### src/rtl/rxbuf_pkg.sv
package rxbuf_pkg;

  typedef enum logic [2:0] {
    RA_CTRL  = 3'd0,
    RA_DATA  = 3'd1,
    RA_FSTAT = 3'd2,
    RA_ESTAT = 3'd3,
    RA_SRC   = 3'd4
  } rxbuf_reg_e;

  // error status bit positions (software decodes these)
  localparam int ES_OVERRUN = 0;
  localparam int ES_PARITY  = 1;
  localparam int ES_FRAME   = 2;
  localparam int ES_BREAK   = 3;
  localparam int ES_W       = 4;

  // queue status word: count hidden while full
  function automatic logic [31:0] fstat_word(input logic [7:0] level,
                                             input logic is_full,
                                             input logic any_err);
    fstat_word = {22'd0, any_err, is_full, (is_full ? 8'd0 : level)};
  endfunction

endpackage

### src/rtl/rxbuf_ring.sv
module rxbuf_ring #(
  parameter int DEPTH = 16,
  localparam int PTR_W = (DEPTH > 1) ? $clog2(DEPTH) : 1,
  localparam int CNT_W = $clog2(DEPTH) + 1
) (
  input  logic             clk,
  input  logic             rst_n,
  input  logic             flush,
  input  logic             push,
  input  logic [7:0]       push_byte,
  input  logic             pop,
  output logic [7:0]       head_byte,
  output logic [CNT_W-1:0] level,
  output logic             full,
  output logic             empty
);

  logic [7:0]       store [DEPTH];
  logic [PTR_W-1:0] wr_ptr, rd_ptr;

  function automatic logic [PTR_W-1:0] wrap_inc(input logic [PTR_W-1:0] p);
    wrap_inc = (p == PTR_W'(DEPTH - 1)) ? '0 : p + 1'b1;
  endfunction

  assign full      = (level == CNT_W'(DEPTH));
  assign empty     = (level == '0);
  assign head_byte = store[rd_ptr];

  always_ff @(posedge clk) begin
    if (push) store[wr_ptr] <= push_byte;
  end

  always_ff @(posedge clk or negedge rst_n) begin
    if (!rst_n) begin
      wr_ptr <= '0;
      rd_ptr <= '0;
      level  <= '0;
    end else if (flush) begin
      wr_ptr <= '0;
      rd_ptr <= '0;
      level  <= '0;
    end else begin
      if (push) wr_ptr <= wrap_inc(wr_ptr);
      if (pop)  rd_ptr <= wrap_inc(rd_ptr);
      unique case ({push, pop})
        2'b10:   level <= level + 1'b1;
        2'b01:   level <= level - 1'b1;
        default: level <= level;
      endcase
    end
  end

endmodule

### src/rtl/rxbuf_errstat.sv
module rxbuf_errstat #(
  parameter int W = 4
) (
  input  logic         clk,
  input  logic         rst_n,
  input  logic [W-1:0] set,
  input  logic         rd_clr,
  output logic [W-1:0] value
);

  for (genvar i = 0; i < W; i++) begin : g_flag
    always_ff @(posedge clk or negedge rst_n) begin
      if (!rst_n)        value[i] <= 1'b0;
      else if (set[i])   value[i] <= 1'b1;
      else if (rd_clr)   value[i] <= 1'b0;
    end
  end

endmodule

### src/rtl/uart_rx_buffer.sv
module uart_rx_buffer #(
  parameter int DEPTH = 16,
  localparam int CNT_W = $clog2(DEPTH) + 1
) (
  input  logic        clk,
  input  logic        rst_n,
  input  logic        rx_push,
  input  logic [7:0]  rx_byte,
  input  logic        rx_break,
  input  logic        rx_parity_err,
  input  logic        rx_frame_err,
  input  logic        bus_sel,
  input  logic        bus_wr,
  input  logic [2:0]  bus_addr,
  input  logic [31:0] bus_wdata,
  output logic [31:0] bus_rdata,
  output logic        data_ready,
  output logic        src_rx,
  output logic        src_err
);
  import rxbuf_pkg::*;

  logic fifo_en, hold_rdy;
  logic [7:0] hold_byte;

  // bus decode
  logic rd_any, wr_ctrl, wr_src, rd_data_reg, rd_estat, rd_fstat;
  assign rd_any      = bus_sel & ~bus_wr;
  assign wr_ctrl     = bus_sel & bus_wr & (bus_addr == RA_CTRL);
  assign wr_src      = bus_sel & bus_wr & (bus_addr == RA_SRC);
  assign rd_data_reg = rd_any & (bus_addr == RA_DATA);
  assign rd_estat    = rd_any & (bus_addr == RA_ESTAT);
  assign rd_fstat    = rd_any & (bus_addr == RA_FSTAT);

  logic unused_wdata;
  assign unused_wdata = ^bus_wdata[31:2];

  // ring status
  logic [7:0]       head_byte;
  logic [CNT_W-1:0] level;
  logic             full, empty;

  // named events
  logic       in_valid, flush, ev_pop, ev_empty_rd, ev_drop, ev_accept;
  logic       ev_accept_q, ev_hold_load;
  logic [7:0] in_byte;
  assign in_valid     = rx_push | rx_break;
  assign in_byte      = rx_break ? 8'h00 : rx_byte;
  assign flush        = wr_ctrl & bus_wdata[1];
  assign ev_pop       = fifo_en & rd_data_reg & ~empty;
  assign ev_empty_rd  = fifo_en & rd_data_reg & empty;
  assign ev_accept_q  = fifo_en & in_valid & ~full;
  assign ev_drop      = fifo_en & in_valid & full;
  assign ev_hold_load = ~fifo_en & in_valid;
  assign ev_accept    = ev_accept_q | ev_hold_load;

  rxbuf_ring #(.DEPTH(DEPTH)) u_ring (
    .clk       (clk),
    .rst_n     (rst_n),
    .flush     (flush),
    .push      (ev_accept_q & ~flush),
    .push_byte (in_byte),
    .pop       (ev_pop & ~flush),
    .head_byte (head_byte),
    .level     (level),
    .full      (full),
    .empty     (empty)
  );

  logic [ES_W-1:0] err_set, err_bits;
  always_comb begin
    err_set             = '0;
    err_set[ES_OVERRUN] = ev_drop;
    err_set[ES_PARITY]  = rx_parity_err;
    err_set[ES_FRAME]   = rx_frame_err;
    err_set[ES_BREAK]   = rx_break;
  end

  rxbuf_errstat #(.W(ES_W)) u_errstat (
    .clk    (clk),
    .rst_n  (rst_n),
    .set    (err_set),
    .rd_clr (rd_estat),
    .value  (err_bits)
  );

  always_ff @(posedge clk or negedge rst_n) begin
    if (!rst_n) begin
      fifo_en   <= 1'b0;
      hold_byte <= 8'h00;
      hold_rdy  <= 1'b0;
      src_rx    <= 1'b0;
      src_err   <= 1'b0;
    end else begin
      if (wr_ctrl) fifo_en <= bus_wdata[0];
      if (ev_hold_load) hold_byte <= in_byte;
      if (~fifo_en & rd_data_reg) hold_rdy <= 1'b0;
      else if (ev_hold_load)      hold_rdy <= 1'b1;
      if (ev_accept)                  src_rx <= 1'b1;
      else if (wr_src & bus_wdata[0]) src_rx <= 1'b0;
      if (ev_drop | ev_empty_rd)      src_err <= 1'b1;
      else if (wr_src & bus_wdata[1]) src_err <= 1'b0;
    end
  end

  assign data_ready = fifo_en ? ~empty : hold_rdy;

  always_comb begin
    bus_rdata = '0;
    if (rd_any) begin
      unique case (bus_addr)
        RA_CTRL:  bus_rdata = {31'd0, fifo_en};
        RA_DATA:  bus_rdata = {24'd0, fifo_en ? (empty ? 8'h00 : head_byte) : hold_byte};
        RA_FSTAT: bus_rdata = fstat_word(8'(level), full, |err_bits);
        RA_ESTAT: bus_rdata = {{(32-ES_W){1'b0}}, err_bits};
        RA_SRC:   bus_rdata = {30'd0, src_err, src_rx};
        default:  bus_rdata = '0;
      endcase
    end
  end

endmodule

### config.mk
export PLATFORM = sky130hd
export DESIGN_NAME = uart_rx_buffer
export DESIGN_NICKNAME = d
export VERILOG_FILES = /design/src/rtl/rxbuf_pkg.sv /design/src/rtl/rxbuf_ring.sv /design/src/rtl/rxbuf_errstat.sv /design/src/rtl/uart_rx_buffer.sv
export SDC_FILE = /design/constraint.sdc
export NUM_CORES = 1
export LEC_CHECK = 0
export CELL_PAD_IN_SITES_DETAIL_PLACEMENT = 0
export CELL_PAD_IN_SITES_GLOBAL_PLACEMENT = 1
export CORE_UTILIZATION = 50
export DETAILED_ROUTE_END_ITERATION = 10
export PLACE_DENSITY = 0.94
export SYNTH_ARGS = -nofsm -noshare
export SYNTH_HDL_FRONTEND = slang
export SYNTH_SLANG_ARGS = --single-unit
### constraint.sdc
create_clock -name clk -period 4.15 [get_ports clk]
set_input_delay 1.0375 -clock clk [delete_from_list [all_inputs] [get_ports clk]]
set_output_delay 1.0375 -clock clk [all_outputs]
set_load 0.02 [all_outputs]
==> results.ini, run 1 <==
[critical_path]
arrival_ps=3020
start_kind=primary input
critPathKind=in2out
path_max_fanout=8
crit_required_ps=3110
end_kind=output port

[placement]
placed_area_um2=7692
port-buffer-count=33
dp_hpwl_mm=9.977
gp_routability_congestion=0.9076
dp.cells=674

[floorplanning]
start_util_pct=51.43
die_area_um2=14760
die_x_um=121.5
core-area_um2=13880
die_y_um=121.5
pin_count=86
rows=43

[power_and_ir_drop]
ir_worst_vdd_uv=335.3
leakage_nw=2.943
power-per-cell-area_nw_per_um2=543.0
p_clk_share_pct=36.1
seq_power_share_pct=45.2
p_sw_share_pct=28.27
report.power.total_mw=4.514
p_int_mw=3.238
switchingPower_mw=1.276
p_comb_share_pct=18.7

[grt]
use_met2_pct=38.42
grt_remaining_overflow=0
met3_usage_pct=6.062
grt_use_met1_pct=29.88
grt-busiest-layer=met2
grt_pass1_vias=4265
grt_pass1_wl_mm=24.38
grt_max_degree=36
antenna_found_initial=0
grt.total_usage_pct=23.25

[finish]
fin_nets=570
layoutNonFillerInstCount=706
layout-drive-gt1-share_pct=22.62
layout_common_cells=edfxtp_1 (128), mux4_2 (32), dfrtp_1 (28), nor2_1 (27)
syn_to_final_growth_pct=16.44
layout_commonest_cell=edfxtp_1
n_antenna_cell=0
fin_area_um2=8313

[route]
firstDrtPassIters=6
drc=0
drtAntennaViolNets=0
drt_iter0_drc=605
via_count=4285
viasPerCell=6.069
wire_per_inst_um=22.41
routed_wl_mm=15.82

[timing]
hold_viol=0
fin_crit_sh_pct=97.82
slew_viol_final=0
setup_tns_ps=0
max_slew_margin_pct=16.25
setup-violations-final=0
clock-skew-final_ps=9.570
timing.hold.ws_ps=511.9
max_freq_mhz=246.3
layout_min_cycle_time_ps=4060
rsz0062_at_grt=false
worst_slew_pin_slew_ps=1254

[logic_synthesis]
synth-edff-count=128
synth_top_area_share_pct=53.84
netlist-cell-type-count=55
netlist_top_cells_area=edfxtp_1 (54%), dfrtp_1 (10%), mux4_2 (10%), buf_4 (2.8%), mux2_2 (2.7%)
synth-async-reset-ratio_pct=18.47
synth-seq-cells=157
synth_top_cell_by_area=edfxtp_1
synthCells=462
yosysWarningCount=0
syn_avg_cell_area_um2=15.45
ys_seq_area_share_pct=64.00
synthesis.area_um2=7139
synth_flop_cell=edfxtp_1

[outcome]
status=finished clean

[clocking]
htreeDepth=4
clk_pin_slew_worst_paths_ps=60
cts_made_buffers=17
cts.sinks=157
cts_tree=yes
clockRootBuffer=clkbuf_16
clk_latency_ps=420
cts_setup_buffers=0
cts.path.max_buffers=2
cts.hold.buffers_added=0

[run]
cap_violations=0

[worst_hold_path]
worstHoldPathType=reg2reg

Yosys cell counts, drive strengths merged, types with 2 or more instances:
cell type / instances
o2bb2ai: 2
a21oi: 15
buf: 41
dfrtp: 29
nor3b: 2
a31oi: 4
mux4: 32
o21ai: 13
ha: 6
nand4: 4
clkbuf: 8
a22oi: 2
inv: 5
mux2i: 12
edfxtp: 128
nand2: 24
a221o: 3
nor2: 27
o21bai: 2
nand3: 7
mux2: 17
nor4: 6
nor3: 6
nand2b: 4
a21o: 4
nand3b: 3
xor2: 2
and2: 17
nor2b: 11
o22a: 2
a211o: 2
o22ai: 2
o21a: 2
o221ai: 3
flip-flops by register name, indices dropped and copies added (netlist names):
| register | flops |
|---|---|
| src_rx | 1 |
| hold_rdy | 1 |
| hold_byte | 8 |
| u_ring.level | 5 |
| u_ring.store | 128 |
| u_errstat.value | 4 |
| fifo_en | 1 |
| u_ring.rd_ptr | 4 |
| src_err | 1 |
| u_ring.wr_ptr | 4 |
path summary, 6_finish.rpt:
| kind | startpoint | end | cells after the start | slack, ps |
|---|---|---|---|---|
| min in group asynchronous | rst_n | hold_byte[5] | 1 | 1050 |
| min | hold_byte[2] | hold_byte[2] | 1 | 510 |
| max | bus_addr[1] | bus_rdata[9] | 6 | 90 |
| max reg2reg | u_ring.level[1] | u_ring.level[4] | 11 | 1000 |
| min reg2reg | hold_byte[2] | hold_byte[2] | 1 | 510 |
| max in group asynchronous | rst_n | u_ring.rd_ptr[0] | 2 | 2380 |
cells by family (layout without fill, tap and decap cells):
family	after synthesis	count (layout)	synth area share [%]
flip-flops	157	157	64.00
adder cells (fa/ha/maj)	6	6	1.051
AND/OR/NAND/NOR	117	117	9.201
XOR/XNOR	3	3	0.3681
buffers and inverters	54	97	4.609
other	1	22	0.05253
AO/OA/AOI/OAI	63	63	6.257
multiplexers	61	61	14.46
routing by layer:
layer	routed length (um)	vias up
met5	0	-
met1	6388	2208
met2	8048	192
met4	343	0
li1	-	1847
met3	1038	38
layout make-up:
| type | count | area, um2 |
|---|---|---|
| inverters | 5 | 18.77 |
| clock buffers | 19 | 442.9 |
| repair buffers | 60 | 555.5 |
| well taps | 180 | 225.2 |
| multi-input cells | 272 | 2323 |
| fillers | 967 | 5568 |
| flip-flops and latches | 157 | 4571 |
| clock inverters | 13 | 176.4 |
power by group through the flow:
stage	Clock [mW]	Combinational (mW)	Sequential, mW
after floorplan	0	0.732	1.94
after global placement	0	0.798	2.04
after detailed placement	0	0.833	2.06
after CTS	1.64	0.843	2.04
after global routing	1.70	0.913	2.06
final	1.63	0.843	2.04
what timing repair did:
action	CTS	global route
resized for setup	8	2
pin swaps	0	0
setup endpoints to repair	7	2
per-stage QoR:
stage / worst slack [ps] / utilization (%)
finish: 90.39 / 59.89
global route: 32.27 / 59.89
CTS: 2.954 / 59.85
detailed placement: -99.77 / 55.42
global placement: -90.30 / 55.42
floorplan: 686.7 / -
critical path, cell delays in order:
cell             delay [ps]
clkdlybuf4s50_1         520
buf_4                   180
nand2b_1                150
buf_4                   170
nor4_1                  280
clkdlybuf4s50_1         680
Power figures use the tool's default switching activity.
==> run 2: changes to the inputs <==
RECOVER_POWER = 100   (was unset)
==> run 2 against run 1 <==
Maximum frequency barely moved. Sequential cell count unchanged. Sequential share of layout area grew 0.47 points. Setup slack worse by 2.8 ps. Critical path depth unchanged. First-iteration DRC count rose by 4.0%. Power fell by 0.41%. Combinational power shrank 2%. Wire length is essentially flat. Critical endpoint unchanged. Highest routed layer unchanged.
==> results.ini, run 2 (synthesis gave the netlist of run 1 again) <==
[placement]
port-buffer-count=33
placed_area_um2=7692
gp_routability_congestion=0.9076
dp_hpwl_mm=9.977

[timing]
timing.hold.ws_ps=510.9
clock-skew-final_ps=8.147
hold_viol=0
worst_slew_pin_slew_ps=1237
max_slew_margin_pct=17.38
fin_crit_sh_pct=97.89
setup-violations-final=0
layout_min_cycle_time_ps=4062
slew_viol_final=0
max_freq_mhz=246.2
rsz0062_at_grt=false

[clocking]
clk_latency_ps=420
cts_tree=yes
clockRootBuffer=clkbuf_16
cts.sinks=157
clk_pin_slew_worst_paths_ps=60
cts_made_buffers=17
htreeDepth=4
cts_setup_buffers=0
cts.path.max_buffers=2

[power_and_ir_drop]
p_comb_share_pct=18.4
ir_worst_vdd_uv=333.0
seq_power_share_pct=45.4
p_int_mw=3.229
report.power.total_mw=4.496
p_clk_share_pct=36.2
leakage_nw=2.878
p_sw_share_pct=28.17
switchingPower_mw=1.266
power-per-cell-area_nw_per_um2=545.4

[worst_hold_path]
worstHoldPathType=reg2reg

[grt]
grt_use_met1_pct=29.88
use_met2_pct=38.42
met3_usage_pct=6.062
grt-busiest-layer=met2
grt_pass1_vias=4265
grt.total_usage_pct=23.25
antenna_found_initial=0
grt_remaining_overflow=0
grt_max_degree=36
grt_pass1_wl_mm=24.38

[floorplanning]
core-area_um2=13880
rows=43
die_x_um=121.5
pin_count=86
die_y_um=121.5
start_util_pct=51.43
die_area_um2=14760

[route]
via_count=4235
drtAntennaViolNets=0
viasPerCell=5.999
drc=0
wire_per_inst_um=22.42
routed_wl_mm=15.83
drt_iter0_drc=629
firstDrtPassIters=7

[run]
cap_violations=0

[finish]
reg_top3=u_ring.store (128), hold_byte (8), u_ring.level (5)
fin_area_um2=8243
syn_to_final_growth_pct=15.46
layout-drive-gt1-share_pct=20.91
largest_register_ffs=128
layout_common_cells=edfxtp_1 (128), mux4_2 (32), dfrtp_1 (28), nor2_1 (27), nand2_1 (23)
n_antenna_cell=0
fin_nets=570
regMostFlops=u_ring.store
fin_util_pct=59.38
layout_commonest_cell=edfxtp_1

[critical_path]
start_kind=primary input
arrival_ps=3020
path_max_fanout=8
end_kind=output port
crit_required_ps=3110
critPathKind=in2out

[outcome]
status=finished clean

[run 2: routing by layer]
metal / part of all wire (%) / up-vias
met4: 1.9 / 0
li1: - / 1845
met5: 0 / -
met2: 51 / 190
met3: 6.2 / 27
met1: 41 / 2173
[run 2: worst max-delay path, cell delays in order]
cell	delay (ps)
clkdlybuf4s50_1	430
buf_2	190
nand2b_1	230
clkbuf_4	170
nor4_1	290
clkdlybuf4s50_1	680
[run 2: path summary, 6_finish.rpt]
path                            startpoint                  to  slack, ps  depth (start not counted)
setup / recovery               bus_addr[2]        bus_rdata[9]         90                          6
hold / removal                hold_byte[2]        hold_byte[2]        510                          1
setup reg to reg           u_ring.level[1]     u_ring.level[4]        750                         11
hold reg to reg               hold_byte[2]        hold_byte[2]        510                          1
max in group asynchronous            rst_n    u_ring.rd_ptr[0]       1700                          2
min in group asynchronous            rst_n  u_errstat.value[2]       1130                          1
[run 2: cell type report]
cell class	count	area [um2]
fillers	976	5638
clock inverters	13	176.4
inverters	5	18.77
multi-input cells	272	2293
well taps	180	225.2
flip-flops and latches	157	4571
repair buffers	60	515.5
clock buffers	19	442.9
[run 2: stage by stage]
step | cells | setup TNS (ps) | worst slack, ps
global placement | 674 | -485.8 | -90.30
CTS | 706 | 0 | 2.954
finish | 706 | 0 | 87.64
floorplan | 483 | 0 | 686.7
global route | 706 | 0 | 26.83
detailed placement | 674 | -385.2 | -99.77
[run 2: repair_timing]
item | CTS | global route
gates resized for setup | 8 | 2
hold buffers | 0 | 0
setup endpoints to repair | 7 | 2
endpoints found under the hold margin | 0 | 0
[run 2: power groups by stage]
stage                     clock network (mW)  logic, mW  registers, mW
after global placement                     0      0.798           2.04
after CTS                               1.64      0.843           2.04
final                                   1.63      0.828           2.04
after floorplan                            0      0.732           1.94
after global routing                    1.70      0.899           2.06
after detailed placement                   0      0.833           2.06
==> run 3: changes to the inputs <==
--- a/constraint.sdc
+++ b/constraint.sdc
@@ -3,2 +3,2 @@
 set_output_delay 1.0375 -clock clk [all_outputs]
-set_load 0.02 [all_outputs]
+set_load 0.01 [all_outputs]
==> run 3 against run 2 <==
Core utilization fell by 0.13 points. Register-to-register slack improved by 230 ps. Count of clock-buffer cells in the layout down 2. Critical path type unchanged.
==> results.ini, run 3 (synthesis gave the netlist of run 1 again) <==
[outcome]
status=finished clean

[timing]
max_slew_margin_pct=20.59
clock-skew-final_ps=7.610
max_freq_mhz=245.1
layout_min_cycle_time_ps=4080
rsz0062_at_grt=false
worst_slew_pin_slew_ps=1189
hold_viol=0
setup-violations-final=0
fin_crit_sh_pct=98.31
slew_viol_final=0

[floorplanning]
start_util_pct=51.43
core-area_um2=13880
die_y_um=121.5
rows=43
die_x_um=121.5
pin_count=86
die_area_um2=14760

[finish]
layout_commonest_cell=edfxtp_1
n_antenna_cell=0
reg_top3=u_ring.store (128), hold_byte (8), u_ring.level (5)
syn_to_final_growth_pct=15.21
layout-drive-gt1-share_pct=21.37
largest_register_ffs=128
fin_nets=568
layout_common_cells=edfxtp_1 (128), mux4_2 (32), dfrtp_1 (28), nor2_1 (27), nand2_1 (23)
regMostFlops=u_ring.store
layoutNonFillerInstCount=704

[clocking]
cts_made_buffers=17
clockRootBuffer=clkbuf_16
clk_pin_slew_worst_paths_ps=60
cts.hold.buffers_added=0
clk_latency_ps=420
cts_tree=yes
cts.path.max_buffers=2
cts.sinks=157
htreeDepth=4

[worst_hold_path]
worstHoldPathType=reg2reg

[grt]
grt_pass1_vias=4186
grt_pass1_wl_mm=23.36
grt_remaining_overflow=0
grt_max_degree=19
antenna_found_initial=0
grt.total_usage_pct=22.27

[run]
cap_violations=0

[route]
drc=0
wire_per_inst_um=22.22
drt_iter0_drc=494
viasPerCell=6.082
via_count=4282
drtAntennaViolNets=0
firstDrtPassIters=5
routed_wl_mm=15.64

[critical_path]
path_max_fanout=6
start_kind=primary input
critPathKind=in2out
arrival_ps=3040
crit_required_ps=3110
end_kind=output port

[power_and_ir_drop]
leakage_nw=2.843
power-per-cell-area_nw_per_um2=529.6
ir_worst_vdd_uv=317.3
report.power.total_mw=4.356

[placement]
dp_hpwl_mm=9.993
port-buffer-count=33
gp_routability_congestion=0.8736
dp.cells=671

run 3: cell types whose count changed in the layout (fill, tap and decap cells not counted), moves of 3 or more:
cell | previous run | this run
buf_4 | 15 | 21
clkbuf_1 | 9 | 4
clkdlybuf4s25_1 | 0 | 3
dlygate4sd2_1 | 6 | 3
dlygate4sd3_1 | 5 | 8
inv_6 | 3 | 6
run 3: per-stage QoR:
step                      area, um2  setup slack, ps  util [%]  TNS [ps]  hold WS, ps
final                          8225            70.16     59.26         0        517.3
after global routing           8225            13.17     59.26         0        527.4
after CTS                      8227            7.166     59.27         0        522.9
after detailed placement       7645           -64.60     55.07    -151.9        493.5
after global placement         7645           -39.87     55.07    -87.10        490.5
after floorplan                7218            782.3         -         0        472.0
run 3: worst paths after layout:
check | startpoint | endpoint | slack, ps | cells past startpoint
setup / recovery | bus_addr[1] | bus_rdata[6] | 70 | 7
hold / removal | u_errstat.value[2] | u_errstat.value[2] | 520 | 1
setup reg to reg | u_ring.level[1] | u_ring.level[4] | 980 | 10
hold reg to reg | u_errstat.value[2] | u_errstat.value[2] | 520 | 1
max in group asynchronous | rst_n | u_ring.level[4] | 1810 | 2
min in group asynchronous | rst_n | u_errstat.value[1] | 1220 | 1
run 3: final cells by class:
class,count,area (um2)
multi-input combinational,272,2333
sequential,157,4571
inverter,5,18.77
timing repair buffer,58,501.7
clock inverter,15,150.1
clock buffer,17,425.4
tap,180,225.2
fill,995,5655
run 3: power by group:
group / switching [mW] / internal, mW
logic: 0.443 / 0.388
registers: 0.169 / 1.85
clock network: 0.654 / 0.847
total: 1.27 / 3.09
run 3: worst max-delay path: stages:
cell and delay (ps):
clkdlybuf4s50_1 460, nand4bb_4 260, a211o_1 310, nor2_1 100, buf_4 170, a221o_1 150
clkdlybuf4s50_1 540
run 3: layer usage:
metal | vias up | share of wire, % | GRT usage [%] | wire, um
met3 | 34 | 6.8 | 4.417 | 1064
met2 | 232 | 51 | 36.75 | 8010
met1 | 2178 | 40 | 28.79 | 6270
met4 | 0 | 1.9 | 9.259 | 299
met5 | - | 0 | 0 | 0
li1 | 1838 | - | - | -
run 3: what timing repair did:
item / in CTS / in global routing
pin swaps: 0 / 2
setup buffers: 0 / 1
gates resized for setup: 6 / 5
endpoints found under the setup margin: 7 / 5
